==> src/rtl/pwr_state_pkg.sv <==
package pwr_state_pkg;

    typedef enum logic [1:0] {
        PM_ACTIVE = 2'd0,
        PM_NAP    = 2'd1,
        PM_SLEEP  = 2'd2
    } pmode_t;

    typedef struct packed {
        pmode_t cnv;
        pmode_t fe;
    } mode_pair_t;

    localparam int SECTIONS = 2;

    function automatic pmode_t lp_pick(input logic nap_sel);
        return nap_sel ? PM_NAP : PM_SLEEP;
    endfunction

endpackage

==> src/rtl/pwr_sync2.sv <==
module pwr_sync2 #(
    parameter int W = 2
) (
    input  logic         clk,
    input  logic         rst,
    input  logic [W-1:0] d_async,
    output logic [W-1:0] q
);
    for (genvar i = 0; i < W; i++) begin : g_bit
        logic s1, s2;
        always_ff @(posedge clk) begin
            if (rst) begin
                s1 <= 1'b0;
                s2 <= 1'b0;
            end else begin
                s1 <= d_async[i];
                s2 <= s1;
            end
        end
        assign q[i] = s2;
    end
endmodule

==> src/rtl/pwr_mode_decode.sv <==
module pwr_mode_decode
    import pwr_state_pkg::*;
#(
    parameter int NCH = 8
) (
    input  logic           sel,
    input  logic           cw,
    input  logic [NCH-1:0] mask0,
    input  logic [NCH-1:0] mask1,
    input  logic           cnap0,
    input  logic           cnap1,
    input  logic           fnap0,
    input  logic           fnap1,
    output logic [NCH-1:0] en,
    output mode_pair_t     modes
);
    logic [NCH-1:0] mask;
    logic           cnap, fnap, none_on;

    always_comb begin
        mask    = sel ? mask1 : mask0;
        cnap    = sel ? cnap1 : cnap0;
        fnap    = sel ? fnap1 : fnap0;
        none_on = ~|mask;
        modes.cnv = (none_on || cw) ? lp_pick(cnap) : PM_ACTIVE;
        modes.fe  = none_on ? lp_pick(fnap) : PM_ACTIVE;
        en = (modes.cnv == PM_ACTIVE) ? mask : '0;
    end
endmodule

==> src/rtl/pwr_wake_timer.sv <==
module pwr_wake_timer
    import pwr_state_pkg::*;
#(
    parameter int CW = 24
) (
    input  logic          clk,
    input  logic          rst,
    input  pmode_t        cur_mode,
    input  pmode_t        nxt_mode,
    input  logic [CW-1:0] nap_n,
    input  logic [CW-1:0] sleep_n,
    output logic          busy
);
    logic [CW-1:0] cnt;

    always_ff @(posedge clk) begin
        if (rst) begin
            cnt <= '0;
        end else if (nxt_mode != PM_ACTIVE) begin
            cnt <= '0;
        end else if (cur_mode != PM_ACTIVE) begin
            cnt <= (cur_mode == PM_SLEEP) ? sleep_n : nap_n;
        end else if (cnt != '0) begin
            cnt <= cnt - 1'b1;
        end
    end

    assign busy = (cnt != '0);
endmodule

==> src/rtl/pwr_state_ctrl.sv <==
module pwr_state_ctrl
    import pwr_state_pkg::*;
#(
    parameter int NCH = 8,
    parameter int CW  = 24
) (
    input  logic           clk,
    input  logic           rst,
    input  logic           prof_sel_async,
    input  logic           cw_req_async,
    input  logic [NCH-1:0] prof0_ch_mask,
    input  logic [NCH-1:0] prof1_ch_mask,
    input  logic           prof0_cnv_nap,
    input  logic           prof1_cnv_nap,
    input  logic           prof0_fe_nap,
    input  logic           prof1_fe_nap,
    input  logic [CW-1:0]  nap_wake_cyc,
    input  logic [CW-1:0]  sleep_wake_cyc,
    output logic [NCH-1:0] ch_en,
    output logic [1:0]     cnv_mode,
    output logic [1:0]     fe_mode,
    output logic           wake_busy,
    output logic           ref_run,
    output logic           dce_run,
    output logic           pll_run,
    output logic           bg_run
);
    localparam int NSYNC = 2;

    logic [NSYNC-1:0] pins_s;
    logic [NCH-1:0]   en_nxt, en_q;
    mode_pair_t       m_nxt, m_q;
    pmode_t           cur_m [SECTIONS];
    pmode_t           nxt_m [SECTIONS];
    logic [SECTIONS-1:0] sect_busy;
    logic             dom_q;

    pwr_sync2 #(.W(NSYNC)) u_sync (
        .clk     (clk),
        .rst     (rst),
        .d_async ({cw_req_async, prof_sel_async}),
        .q       (pins_s)
    );

    pwr_mode_decode #(.NCH(NCH)) u_dec (
        .sel   (pins_s[0]),
        .cw    (pins_s[1]),
        .mask0 (prof0_ch_mask),
        .mask1 (prof1_ch_mask),
        .cnap0 (prof0_cnv_nap),
        .cnap1 (prof1_cnv_nap),
        .fnap0 (prof0_fe_nap),
        .fnap1 (prof1_fe_nap),
        .en    (en_nxt),
        .modes (m_nxt)
    );

    always_ff @(posedge clk) begin
        if (rst) begin
            en_q  <= '0;
            m_q   <= '{cnv: PM_SLEEP, fe: PM_SLEEP};
            dom_q <= 1'b0;
        end else begin
            en_q  <= en_nxt;
            m_q   <= m_nxt;
            dom_q <= (m_nxt.cnv != PM_SLEEP);
        end
    end

    assign cur_m[0] = m_q.cnv;
    assign nxt_m[0] = m_nxt.cnv;
    assign cur_m[1] = m_q.fe;
    assign nxt_m[1] = m_nxt.fe;

    for (genvar s = 0; s < SECTIONS; s++) begin : g_sect
        pwr_wake_timer #(.CW(CW)) u_tmr (
            .clk      (clk),
            .rst      (rst),
            .cur_mode (cur_m[s]),
            .nxt_mode (nxt_m[s]),
            .nap_n    (nap_wake_cyc),
            .sleep_n  (sleep_wake_cyc),
            .busy     (sect_busy[s])
        );
    end

    assign ch_en     = en_q;
    assign cnv_mode  = m_q.cnv;
    assign fe_mode   = m_q.fe;
    assign wake_busy = |sect_busy;
    assign ref_run   = dom_q;
    assign dce_run   = dom_q;
    assign pll_run   = dom_q;
    assign bg_run    = 1'b1;
endmodule

==> config.mk <==
export PLATFORM = sky130hd
export DESIGN_NAME = pwr_state_ctrl
export DESIGN_NICKNAME = d
export VERILOG_FILES = /design/src/rtl/pwr_state_pkg.sv /design/src/rtl/pwr_sync2.sv /design/src/rtl/pwr_mode_decode.sv /design/src/rtl/pwr_wake_timer.sv /design/src/rtl/pwr_state_ctrl.sv
export SDC_FILE = /design/constraint.sdc
export NUM_CORES = 1
export LEC_CHECK = 0
export ABC_CLOCK_PERIOD_IN_PS = 2300
export BUFFER_PORTS_ARGS = -buffer_cell sky130_fd_sc_hd__buf_2
export CAP_MARGIN = 20
export CORE_ASPECT_RATIO = 0.7
export CORE_MARGIN = 5
export CORE_UTILIZATION = 40
export CTS_CLUSTER_DIAMETER = 100
export CTS_CLUSTER_SIZE = 28
export DETAILED_ROUTE_END_ITERATION = 7
export PLACE_DENSITY_LB_ADDON = 0.1
export SYNTH_ARGS = -nofsm -noshare
export SYNTH_HDL_FRONTEND = slang
export SYNTH_SLANG_ARGS = --single-unit
==> constraint.sdc <==
create_clock -name clk -period 2.3 [get_ports clk]
set_input_delay 0.46 -clock clk [delete_from_list [all_inputs] [get_ports clk]]
set_output_delay 0.46 -clock clk [all_outputs]
set_load 0.01 [all_outputs]
==> results by group <==
Global route
  – Largest net degree at the start of global routing: 43
  – Initial antenna violation count: 0
  – Final global-route overflow total: 0
  – Global-route wire length before repair: 20,200 um
  – Vias in the first global route: just under 4,000
  – Gr usage total: 22.0%

Finish
  – Fill cell count: 939
  – Final Cell Area: 0.00510 mm2
  – Layout cells sized above 1: 27.9%
  – Most frequent cells in the layout: 87 x buf_2, 63 x dfxtp_1, 45 x nor2_1
  – Commonest non-fill, non-tap cell in the layout: buf_2
  – # diodes: 0
  – Register area: 0.00130 mm2
  – Layout area overhead: 31.6%
  – Area of the multi-input gates: 0.00241 mm2
  – Fin nets: 676
  – Final non-filler cell total: ~730

Logic synthesis
  – Ys flop type: dfxtp_1
  – Sequential share of the synthesized area: 33.6%
  – Gate Count Post-Synth: just under 500
  – Async SR Flop Fraction: 0%
  – Yosys reg bits: 65
  – EDFF count, synth: 0
  – Cell Area, Synth: 0.00388 mm2
  – Average instance area after synthesis: ~7.9 um2
  – Synth unique cells: 63
  – Yosys warning count: 0
  – Synth Net Count: 565

STA
  – Setup violators final: 10
  – Max-slew violations: 0
  – Final hold vios: 0
  – Skew final: 0.00813 ns
  – Min Tclk post-route: 2.49 ns
  – Fmax: 0.402 GHz
  – Slew HR: 63.4%
  – RSZ-0062 raised after global routing: true
  – Worst slew pin tran: 0.548 ns
  – Tcrit/Tclk final: 108%
  – Setup ws final: -0.190 ns
  – Worst hold slack: ~0.34 ns

Drt
  – Initial DRC count: about 280
  – Vias post-DR: roughly 4,200
  – Residual DRC: 0
  – Metal3 WL: about 1300 um
  – WL met2: around 5300 um
  – TritonRoute pass-1 iters: 5
  – ANT nets after route: 0
  – Highest routed layer: met4
  – Vias per cell: 5.72
  – Wl on met1: approximately 6300 um
  – WL/cell: approximately 18 um
  – Total length of routed wires: 13,200 um

Critical path
  – Worst Setup Path Type: register to output port
  – CP arrival: 2.03 ns
  – Reg2reg setup slack: -0.03 ns
  – Setup crit start kind: register
  – Endpoint class of the critical path: output port
  – Crit-path max FO: 4
  – CP required: 1.84 ns

Floorplanning
  – Row Count: 30
  – Die area: 0.0118 mm2
  – Chip width: around 130 um
  – Die height: 92.4 um
  – Initial Util: 40.5%
  – IO Count: slightly below 90
  – Core ar.: about 0.0096 mm2

Power
  – Leak: 0.00211 uW
  – VDD IR max: approximately 0.00046 V
  – PwrDens: 753 mW/mm2

Clocking
  – Maximum clock insertion buffer count: 2
  – Worst-Skew Late Latency: 0.34 ns
  – H-tree depth: 3
  – Clock transition at the registers of the reported paths: about 0.060 ns
  – CTS sink count: 65
  – Post-CTS Hold Buffers: 0
  – Root buf cell: clkbuf_16
  – CTS tree: built
  – TritonCTS buffer count: 9

Placed design
  – HPWL Detailed: 9660 um
  – Port Buffer Count: a little under 90
  – Post-Place Cell Area: 0.00465 mm2
  – RePlAce Congestion: 0.906
  – Cells after DPL: 713

Run status
  – Status: finished, violations left
  – Failing checks: setup timing

Min path
  – Hold Path Class: primary input to register

Job
  – Max cap viols: 0
-- worst paths after layout --
kind / startpoint / cells past startpoint / end
worst max-delay path: g_sect[0].u_tmr.cnt[17]$_SDFFE_PP0P_ / 5 / wake_busy
worst min-delay path: cw_req_async / 2 / u_sync.g_bit[1].s1$_SDFF_PP0_
worst max register to register: g_sect[0].u_tmr.cnt[17]$_SDFFE_PP0P_ / 8 / g_sect[0].u_tmr.cnt[1]$_SDFFE_PP0P_
worst min register to register: u_sync.g_bit[1].s1$_SDFF_PP0_ / 1 / u_sync.g_bit[1].s2$_SDFF_PP0_
-- stage by stage --
stage                     setup TNS, ns  total power, uW  utilization [%]  setup slack, ns
final                            -0.266             3840             53.3           -0.190
after global routing              -1.58             4030             53.3           -0.230
after CTS                        -0.640             3820             52.2           -0.268
after detailed placement              0             2270             48.5           0.0241
after global placement                0             2260             48.5           0.0556
after floorplan                       0             1900                -            0.178
-- cell usage after synthesis, types with 7 or more instances --
cell type | instances | area share [%]
nor2_1 | 45 | 4.4
o21ai_0 | 31 | 4.0
nand2b_1 | 8 | 1.3
o31a_1 | 7 | 1.6
a22oi_1 | 8 | 1.5
xor2_1 | 11 | 2.5
nor4_1 | 20 | 3.2
clkbuf_1 | 18 | 1.7
nor3_1 | 19 | 2.5
mux2i_1 | 23 | 5.9
inv_1 | 20 | 1.9
dfxtp_1 | 65 | 34
a21oi_1 | 43 | 5.6
a211oi_1 | 12 | 2.3
nand2_1 | 41 | 4.0
-- registers in the layout (all words and copies together) (netlist names) --
register and flops:
cnv_mode 2, fe_mode 2, g_sect.u_tmr.cnt 48, u_sync.g_bit.s1 2
u_sync.g_bit.s2 2, ch_en 8, dce_run 1
-- final cells by class --
cell class,instances,share of cell area (%)
clock inverter,5,1.52
tap,128,3.14
sequential,65,25.6
clock buffer,11,4.96
multi-input combinational,375,47.3
timing repair buffer,129,16.0
inverter,20,1.47
-- metal layers --
metal | track usage (%) | vias to the layer above
met5 | 0 | -
met4 | 6.54 | 0
met2 | 31.0 | 180
li1 | - | 2035
met3 | 6.86 | 26
met1 | 31.8 | 1954
-- repair_timing --
item,4_1_cts,5_1_grt
cloned,0,3
buffers inserted,1,0
resized for setup,5,8
pin swaps,5,3
setup endpoints to repair,1,30
-- kinds of logic (layout without fill, tap and decap cells) --
family / after synthesis / count (layout) / share of synthesized area, %
buffers and inverters: 49 / 165 / 5.42
XOR/XNOR: 16 / 16 / 3.62
flip-flops: 65 / 65 / 33.6
multiplexers: 23 / 23 / 5.94
other: 1 / 1 / 0.0967
adder cells (fa/ha/maj): 4 / 4 / 1.29
AO/OA/AOI/OAI: 149 / 149 / 25.1
AND/OR/NAND/NOR: 182 / 182 / 24.9
-- worst max-delay path, stage by stage (launching register included) --
cell,delay [ns]
dfxtp_2,0.33
or4_4,0.52
or4_4,0.45
nor3_4,0.14
nand2_1,0.10
buf_2,0.16
-- report_power, final --
part	internal (uW)	total (uW)	switching [uW]	leakage (uW)
Combinational	444	984	540	0.00140
Sequential	1230	1340	110	0.000539
Clock	1000	1520	517	0.000162
Total	2680	3840	1170	0.00211
No activity file was read; power rests on OpenSTA's default activity.
